$ cat src/rtl/tx_fifo_pkg.sv
// Package: default sizes and occupancy helper shared by the transmit FIFO.
// Assumes the depth fits in the occupancy counter width the top derives.
package tx_fifo_pkg;

    localparam int unsigned TX_DATA_W = 64;
    localparam int unsigned TX_MOD_W  = 3;
    localparam int unsigned TX_DEPTH  = 32;
    localparam int unsigned TX_SKID   = 8;

    // Free entries left given the depth and the stored word count.
    function automatic int unsigned free_slots(input int unsigned depth, input int unsigned used);
        return depth - used;
    endfunction

endpackage

$ cat src/rtl/tx_fifo_mem.sv
// Storage array: one write port, one combinational read port.
// Assumes the controller never writes and reads past occupancy.
module tx_fifo_mem #(
    parameter int unsigned WIDTH = 69,
    parameter int unsigned DEPTH = 32,
    localparam int unsigned AW   = $clog2(DEPTH)
) (
    input  logic             clk,
    input  logic             we,
    input  logic [AW-1:0]    waddr,
    input  logic [WIDTH-1:0] wdata,
    input  logic [AW-1:0]    raddr,
    output logic [WIDTH-1:0] rdata
);

    logic [WIDTH-1:0] store [DEPTH];

    // Capture an accepted word at the write address.
    always_ff @(posedge clk) begin
        if (we) begin
            store[waddr] <= wdata;
        end
    end

    // Present the head entry without latency (fall-through).
    assign rdata = store[raddr];

endmodule

$ cat src/rtl/tx_fifo_ctrl.sv
// Pointer and occupancy control: decides push, pop and drop each cycle.
// A write to a full FIFO is taken only if a pop frees an entry the same cycle.
module tx_fifo_ctrl #(
    parameter int unsigned DEPTH = 32,
    localparam int unsigned AW   = $clog2(DEPTH),
    localparam int unsigned CW   = $clog2(DEPTH + 1)
) (
    input  logic          clk,
    input  logic          rst_n,
    input  logic          wr_valid,
    input  logic          rd_ready,
    output logic          push,
    output logic [AW-1:0] waddr,
    output logic [AW-1:0] raddr,
    output logic [CW-1:0] used,
    output logic          not_empty,
    output logic          dropped
);

    localparam logic [CW-1:0] FULL_CNT = CW'(DEPTH);
    localparam logic [AW-1:0] LAST_IDX = AW'(DEPTH - 1);

    logic full;
    logic pop;
    logic drop_now;

    // Derive this cycle's transfer decisions from occupancy.
    always_comb begin
        full      = (used == FULL_CNT);
        not_empty = (used != '0);
        pop       = rd_ready && not_empty;
        push      = wr_valid && (!full || pop);
        drop_now  = wr_valid && full && !pop;
    end

    // Advance the write pointer on every accepted word.
    always_ff @(posedge clk) begin
        if (!rst_n) begin
            waddr <= '0;
        end else if (push) begin
            waddr <= (waddr == LAST_IDX) ? '0 : waddr + 1'b1;
        end
    end

    // Advance the read pointer on every removed word.
    always_ff @(posedge clk) begin
        if (!rst_n) begin
            raddr <= '0;
        end else if (pop) begin
            raddr <= (raddr == LAST_IDX) ? '0 : raddr + 1'b1;
        end
    end

    // Track the number of stored words.
    always_ff @(posedge clk) begin
        if (!rst_n) begin
            used <= '0;
        end else begin
            case ({push, pop})
                2'b10:   used <= used + 1'b1;
                2'b01:   used <= used - 1'b1;
                default: used <= used;
            endcase
        end
    end

    // Hold the overflow record until reset.
    always_ff @(posedge clk) begin
        if (!rst_n) begin
            dropped <= 1'b0;
        end else if (drop_now) begin
            dropped <= 1'b1;
        end
    end

endmodule

$ cat src/rtl/tx_fifo_afull.sv
// Almost-full ready: high while free entries exceed the threshold.
// Assumes the threshold is at least the writer's skid length.
module tx_fifo_afull #(
    parameter int unsigned DEPTH = 32,
    localparam int unsigned CW   = $clog2(DEPTH + 1)
) (
    input  logic [CW-1:0] used,
    input  logic [CW-1:0] thresh,
    output logic          ready
);

    logic [CW-1:0] free_cnt;

    // Compare the remaining room with the programmed margin.
    always_comb begin
        free_cnt = CW'(tx_fifo_pkg::free_slots(DEPTH, int'(used)));
        ready    = (free_cnt > thresh);
    end

endmodule

$ cat src/rtl/tx_pkt_fifo.sv
// Transmit packet FIFO with an almost-full ready that tolerates a write skid.
// Single clock, synchronous active-low reset, first-word fall-through read.
// Assumes af_thresh >= SKID so the writer may continue SKID writes after ready drops.
module tx_pkt_fifo #(
    parameter int unsigned DATA_W = tx_fifo_pkg::TX_DATA_W,
    parameter int unsigned MOD_W  = tx_fifo_pkg::TX_MOD_W,
    parameter int unsigned DEPTH  = tx_fifo_pkg::TX_DEPTH,
    parameter int unsigned SKID   = tx_fifo_pkg::TX_SKID,
    localparam int unsigned AW    = $clog2(DEPTH),
    localparam int unsigned CW    = $clog2(DEPTH + 1),
    localparam int unsigned ENT_W = DATA_W + MOD_W + 2
) (
    input  logic              clk,
    input  logic              rst_n,
    input  logic [CW-1:0]     af_thresh,
    input  logic              wr_valid,
    input  logic [DATA_W-1:0] wr_data,
    input  logic              wr_sop,
    input  logic              wr_eop,
    input  logic [MOD_W-1:0]  wr_mod,
    output logic              wr_ready,
    output logic              overflow,
    output logic              rd_valid,
    input  logic              rd_ready,
    output logic [DATA_W-1:0] rd_data,
    output logic              rd_sop,
    output logic              rd_eop,
    output logic [MOD_W-1:0]  rd_mod
);

    logic             push;
    logic [AW-1:0]    waddr;
    logic [AW-1:0]    raddr;
    logic [CW-1:0]    used;
    logic [ENT_W-1:0] wr_ent;
    logic [ENT_W-1:0] rd_ent;

    // Pack the write-side fields into one storage entry.
    assign wr_ent = {wr_sop, wr_eop, wr_mod, wr_data};

    tx_fifo_ctrl #(.DEPTH(DEPTH)) i_ctrl (
        .clk       (clk),
        .rst_n     (rst_n),
        .wr_valid  (wr_valid),
        .rd_ready  (rd_ready),
        .push      (push),
        .waddr     (waddr),
        .raddr     (raddr),
        .used      (used),
        .not_empty (rd_valid),
        .dropped   (overflow)
    );

    tx_fifo_mem #(.WIDTH(ENT_W), .DEPTH(DEPTH)) i_mem (
        .clk   (clk),
        .we    (push),
        .waddr (waddr),
        .wdata (wr_ent),
        .raddr (raddr),
        .rdata (rd_ent)
    );

    tx_fifo_afull #(.DEPTH(DEPTH)) i_afull (
        .used   (used),
        .thresh (af_thresh),
        .ready  (wr_ready)
    );

    // Unpack the head entry onto the read-side fields.
    assign {rd_sop, rd_eop, rd_mod, rd_data} = rd_ent;

endmodule

$ cat config.mk
export PLATFORM = sky130hd
export DESIGN_NAME = tx_pkt_fifo
export DESIGN_NICKNAME = d
export VERILOG_FILES = /design/src/rtl/tx_fifo_pkg.sv /design/src/rtl/tx_fifo_mem.sv /design/src/rtl/tx_fifo_ctrl.sv /design/src/rtl/tx_fifo_afull.sv /design/src/rtl/tx_pkt_fifo.sv
export SDC_FILE = /design/constraint.sdc
export NUM_CORES = 2
export LEC_CHECK = 0
export ABC_CLOCK_PERIOD_IN_PS = 14100
export BUFFER_PORTS_ARGS = -buffer_cell sky130_fd_sc_hd__buf_2
export CAP_MARGIN = 5
export CELL_PAD_IN_SITES_DETAIL_PLACEMENT = 0
export CELL_PAD_IN_SITES_GLOBAL_PLACEMENT = 1
export CORE_MARGIN = 8
export CORE_UTILIZATION = 40
export CTS_BUF_LIST = sky130_fd_sc_hd__clkbuf_8
export DETAILED_ROUTE_END_ITERATION = 8
export HOLD_SLACK_MARGIN = 0.03
export PLACE_DENSITY = 0.71
export SYNTH_ARGS = -nofsm -noshare
export SYNTH_HDL_FRONTEND = slang
export SYNTH_SLANG_ARGS = --single-unit
$ cat constraint.sdc
create_clock -name clk -period 14.1 [get_ports clk]
set_input_delay 1.41 -clock clk [delete_from_list [all_inputs] [get_ports clk]]
set_output_delay 1.41 -clock clk [all_outputs]
set_load 0.05 [all_outputs]
==> results.ini <==
[power_and_ir_drop]
power.internal_uw=11000
pwr-share-clk=0.337
worst_ir_drop_vdd_v=0.000138
seqPwrFrac=0.493
power_switching_share=0.271
power_density_nw_per_um2=158
p_leak_uw=0.0290
p_comb_frac=0.170
p_sw_uw=4070

[grt]
grt_antenna_before_repair=38
first_global_vias=43200
grt_overflow=0
grt_use_total=0.192
pin_count_of_the_biggest_net_entering_global_routing=148
grt_first_pass_wirelength_microns=313000

[timing]
rsz_0062_raised_after_global_routing=false
clock-skew-final_ns=0.0689
period_minus_slack_ns=7.42
worst_slew_margin_rel=0.164
timing.final.setup_violations=0
highest_clock_rate_ghz=0.135
fin_setup_tns_ns=0
maxSlewViolCount=0
hold_violations=0
final_min_period_over_clock_period=0.526
worst-slew-pin-transition_ns=1.24

[yosys]
yosys.cell_types.count=66
netlist.top_cell.by_area=sky130_fd_sc_hd__edfxtp_1
synthesis.nets=3938
ranking_of_synthesized_cells_by_area=sky130_fd_sc_hd__edfxtp_1, sky130_fd_sc_hd__mux4_2, sky130_fd_sc_hd__mux2i_1
asyncSetResetFlopFracSynth=0
synthTopCellsByCount=sky130_fd_sc_hd__edfxtp_1, sky130_fd_sc_hd__mux4_2, sky130_fd_sc_hd__mux2i_1, sky130_fd_sc_hd__a22oi_1, sky130_fd_sc_hd__o22ai_1
synth_enable_flop_cells=2208
post_synthesis_sequential_area_ratio=0.789
synth_top_flop_cell=sky130_fd_sc_hd__edfxtp_1
yosysTopAreaCellShare=0.784
syn_area_sq_um=84600
postSynthAreaPerCell_sq_um=22.0
leading_cell_type_by_number_of_instances_after_synthesis=sky130_fd_sc_hd__edfxtp_1
yosysWarningCount=0
netlist_instances=3844
synth.ff_latch_count=2230

[placed_design]
finalWeightedCongestion=0.743
io_buffers=150
placed_cell_area_sq_um=88900
detailedPlacementHpwl_microns=109000

[final_layout]
post_route_cells_drive_above_1_share=0.262
finish.instance_area_sq_um=95400
finish.net_count=4359
flow.area_growth_from_synthesis_pct=12.7

[clock_network]
clk_transition_reported_paths_ns=0.06
ctsRootBufferMaster=sky130_fd_sc_hd__clkbuf_8
number_of_buffers_inserted_during_clock_tree_synthesis=368
post_cts_resized=0
clock_sinks=2230
cts-root-to-sink-buffers=4
post_cts_hold_buffer_count=0
clk-insertion-delay-late_ns=1.06
tritoncts_clock_tree=yes
ctsHtreeMaxLevel=5
post_cts.repair.setup_buffers=0

[critical_path]
reg2reg_from=i_ctrl.used[0]$_SDFFE_PN0P_
worst_ep_required_time_ns=12.69
worst-setup-path-type=reg2out
crit_path_end_kind=output pin
critical_path.startpoint_type=flop
critPathArrivalTime_ns=6.01
critical_path_peak_fanout=145

[worst_hold_path]
timing.hold.worst.start=i_ctrl.dropped$_SDFFE_PN0P_
hold_path.class=reg2reg

[run]
maxCapViolCount=0

[floorplanning]
floorplan.rows=169
placeableCoreArea_sq_um=211000
floorplan.die.height_microns=476
horizontal_extent_of_the_die_microns=476
num_io_pins=151
dieArea_sq_um=226000
effective_utilization_at_floorplan=0.400

[routing]
route.antenna.remaining_nets=0
routed-via-count=42300
firstDrtPassIters=6
routed_wire_length_per_instance_microns=30.3
routed_wirelength_microns=223000
viasPerCell=5.75
drcViolationCount=0
drt_iter0_drc=5179

[outcome]
status=complete, no violations

==> cells in the final DEF (no fill, tap or decap), types with 48 or more instances in the layout <==
cell type,n
sky130_fd_sc_hd__clkinv_1,82
sky130_fd_sc_hd__a22oi_1,153
sky130_fd_sc_hd__edfxtp_1,2208
sky130_fd_sc_hd__o22ai_1,146
sky130_fd_sc_hd__buf_2,150
sky130_fd_sc_hd__mux4_2,421
sky130_fd_sc_hd__nand3_1,71
sky130_fd_sc_hd__mux2i_1,262
sky130_fd_sc_hd__buf_4,114
sky130_fd_sc_hd__clkbuf_8,380
sky130_fd_sc_hd__inv_1,121
sky130_fd_sc_hd__nand2_1,48
==> registers in the layout, summed over array words and instances (netlist names), named ones only <==
signal and cells:
i_ctrl.raddr 5, i_ctrl.dropped 1, i_ctrl.used 6, i_mem.store 2208, i_ctrl.waddr 5
==> metrics by stage <==
stage               hold slack [ns]  setup WS [ns]  std cells  utilization  total power (uW)
detailed placement            0.508           7.59       6715        0.421             10200
floorplan                     0.468           8.55       3844            -              9460
CTS                           0.516           6.43       7328        0.451             15200
finish                        0.509           6.68       7351        0.451             15000
global route                  0.570           6.26       7339        0.451             15600
global placement              0.492           7.58       6715        0.421             10100
==> final cells by class <==
class,count,area [sq um]
Antenna cell,22,55.1
Clock buffer,380,5230
Clock inverter,233,1170
Fill cell,17600,116000
Inverter,12,45.0
Multi-Input combinational cell,1385,16900
Sequential cell,2230,66800
Tap cell,2821,3530
Timing Repair Buffer,268,1670
==> path summary, 6_finish.rpt <==
check                                 end  slack (ns)  depth (start not counted)
max                           rd_data[31]        6.68                          7
min           i_ctrl.dropped$_SDFFE_PN0P_        0.51                          2
max reg2reg  i_mem.store[8][21]$_DFFE_PP_        9.26                          8
min reg2reg   i_ctrl.dropped$_SDFFE_PN0P_        0.51                          2
==> critical path, cell delays in order (launching register included) <==
cell                      delay, ns
sky130_fd_sc_hd__dfxtp_4       0.84
sky130_fd_sc_hd__buf_4         0.92
sky130_fd_sc_hd__buf_12        0.68
sky130_fd_sc_hd__buf_4         0.99
sky130_fd_sc_hd__mux4_2        0.42
sky130_fd_sc_hd__a22oi_1       0.23
sky130_fd_sc_hd__nand4_1       0.30
sky130_fd_sc_hd__buf_2         0.32
==> per-layer routing <==
| metal | GRT usage | share of wire | vias up |
|---|---|---|---|
| met4 | 0.0612 | 0.031 | 10 |
| li1 | - | - | 17200 |
| met3 | 0.0422 | 0.091 | 445 |
| met1 | 0.258 | 0.39 | 22500 |
| met2 | 0.317 | 0.49 | 2111 |
| met5 | 0 | 0.00030 | - |
==> power groups by stage <==
stage                     sequential [uW]  clock [uW]  combinational, uW
after global placement               7540           0               2590
final                                7410        5070               2550
after CTS                            7410        5170               2610
after floorplan                      7510           0               1960
after global routing                 7410        5450               2720
after detailed placement             7540           0               2610
==> logic make-up after synthesis <==
family / synth area share
simple gates: 0.0191
buf+inv: 0.0150
fa+ha+maj: 0.00222
flops: 0.789
mux: 0.144
xor+xnor: 0.000414
compound gates: 0.0299
Note: power is estimated with default switching activity, not from simulation.
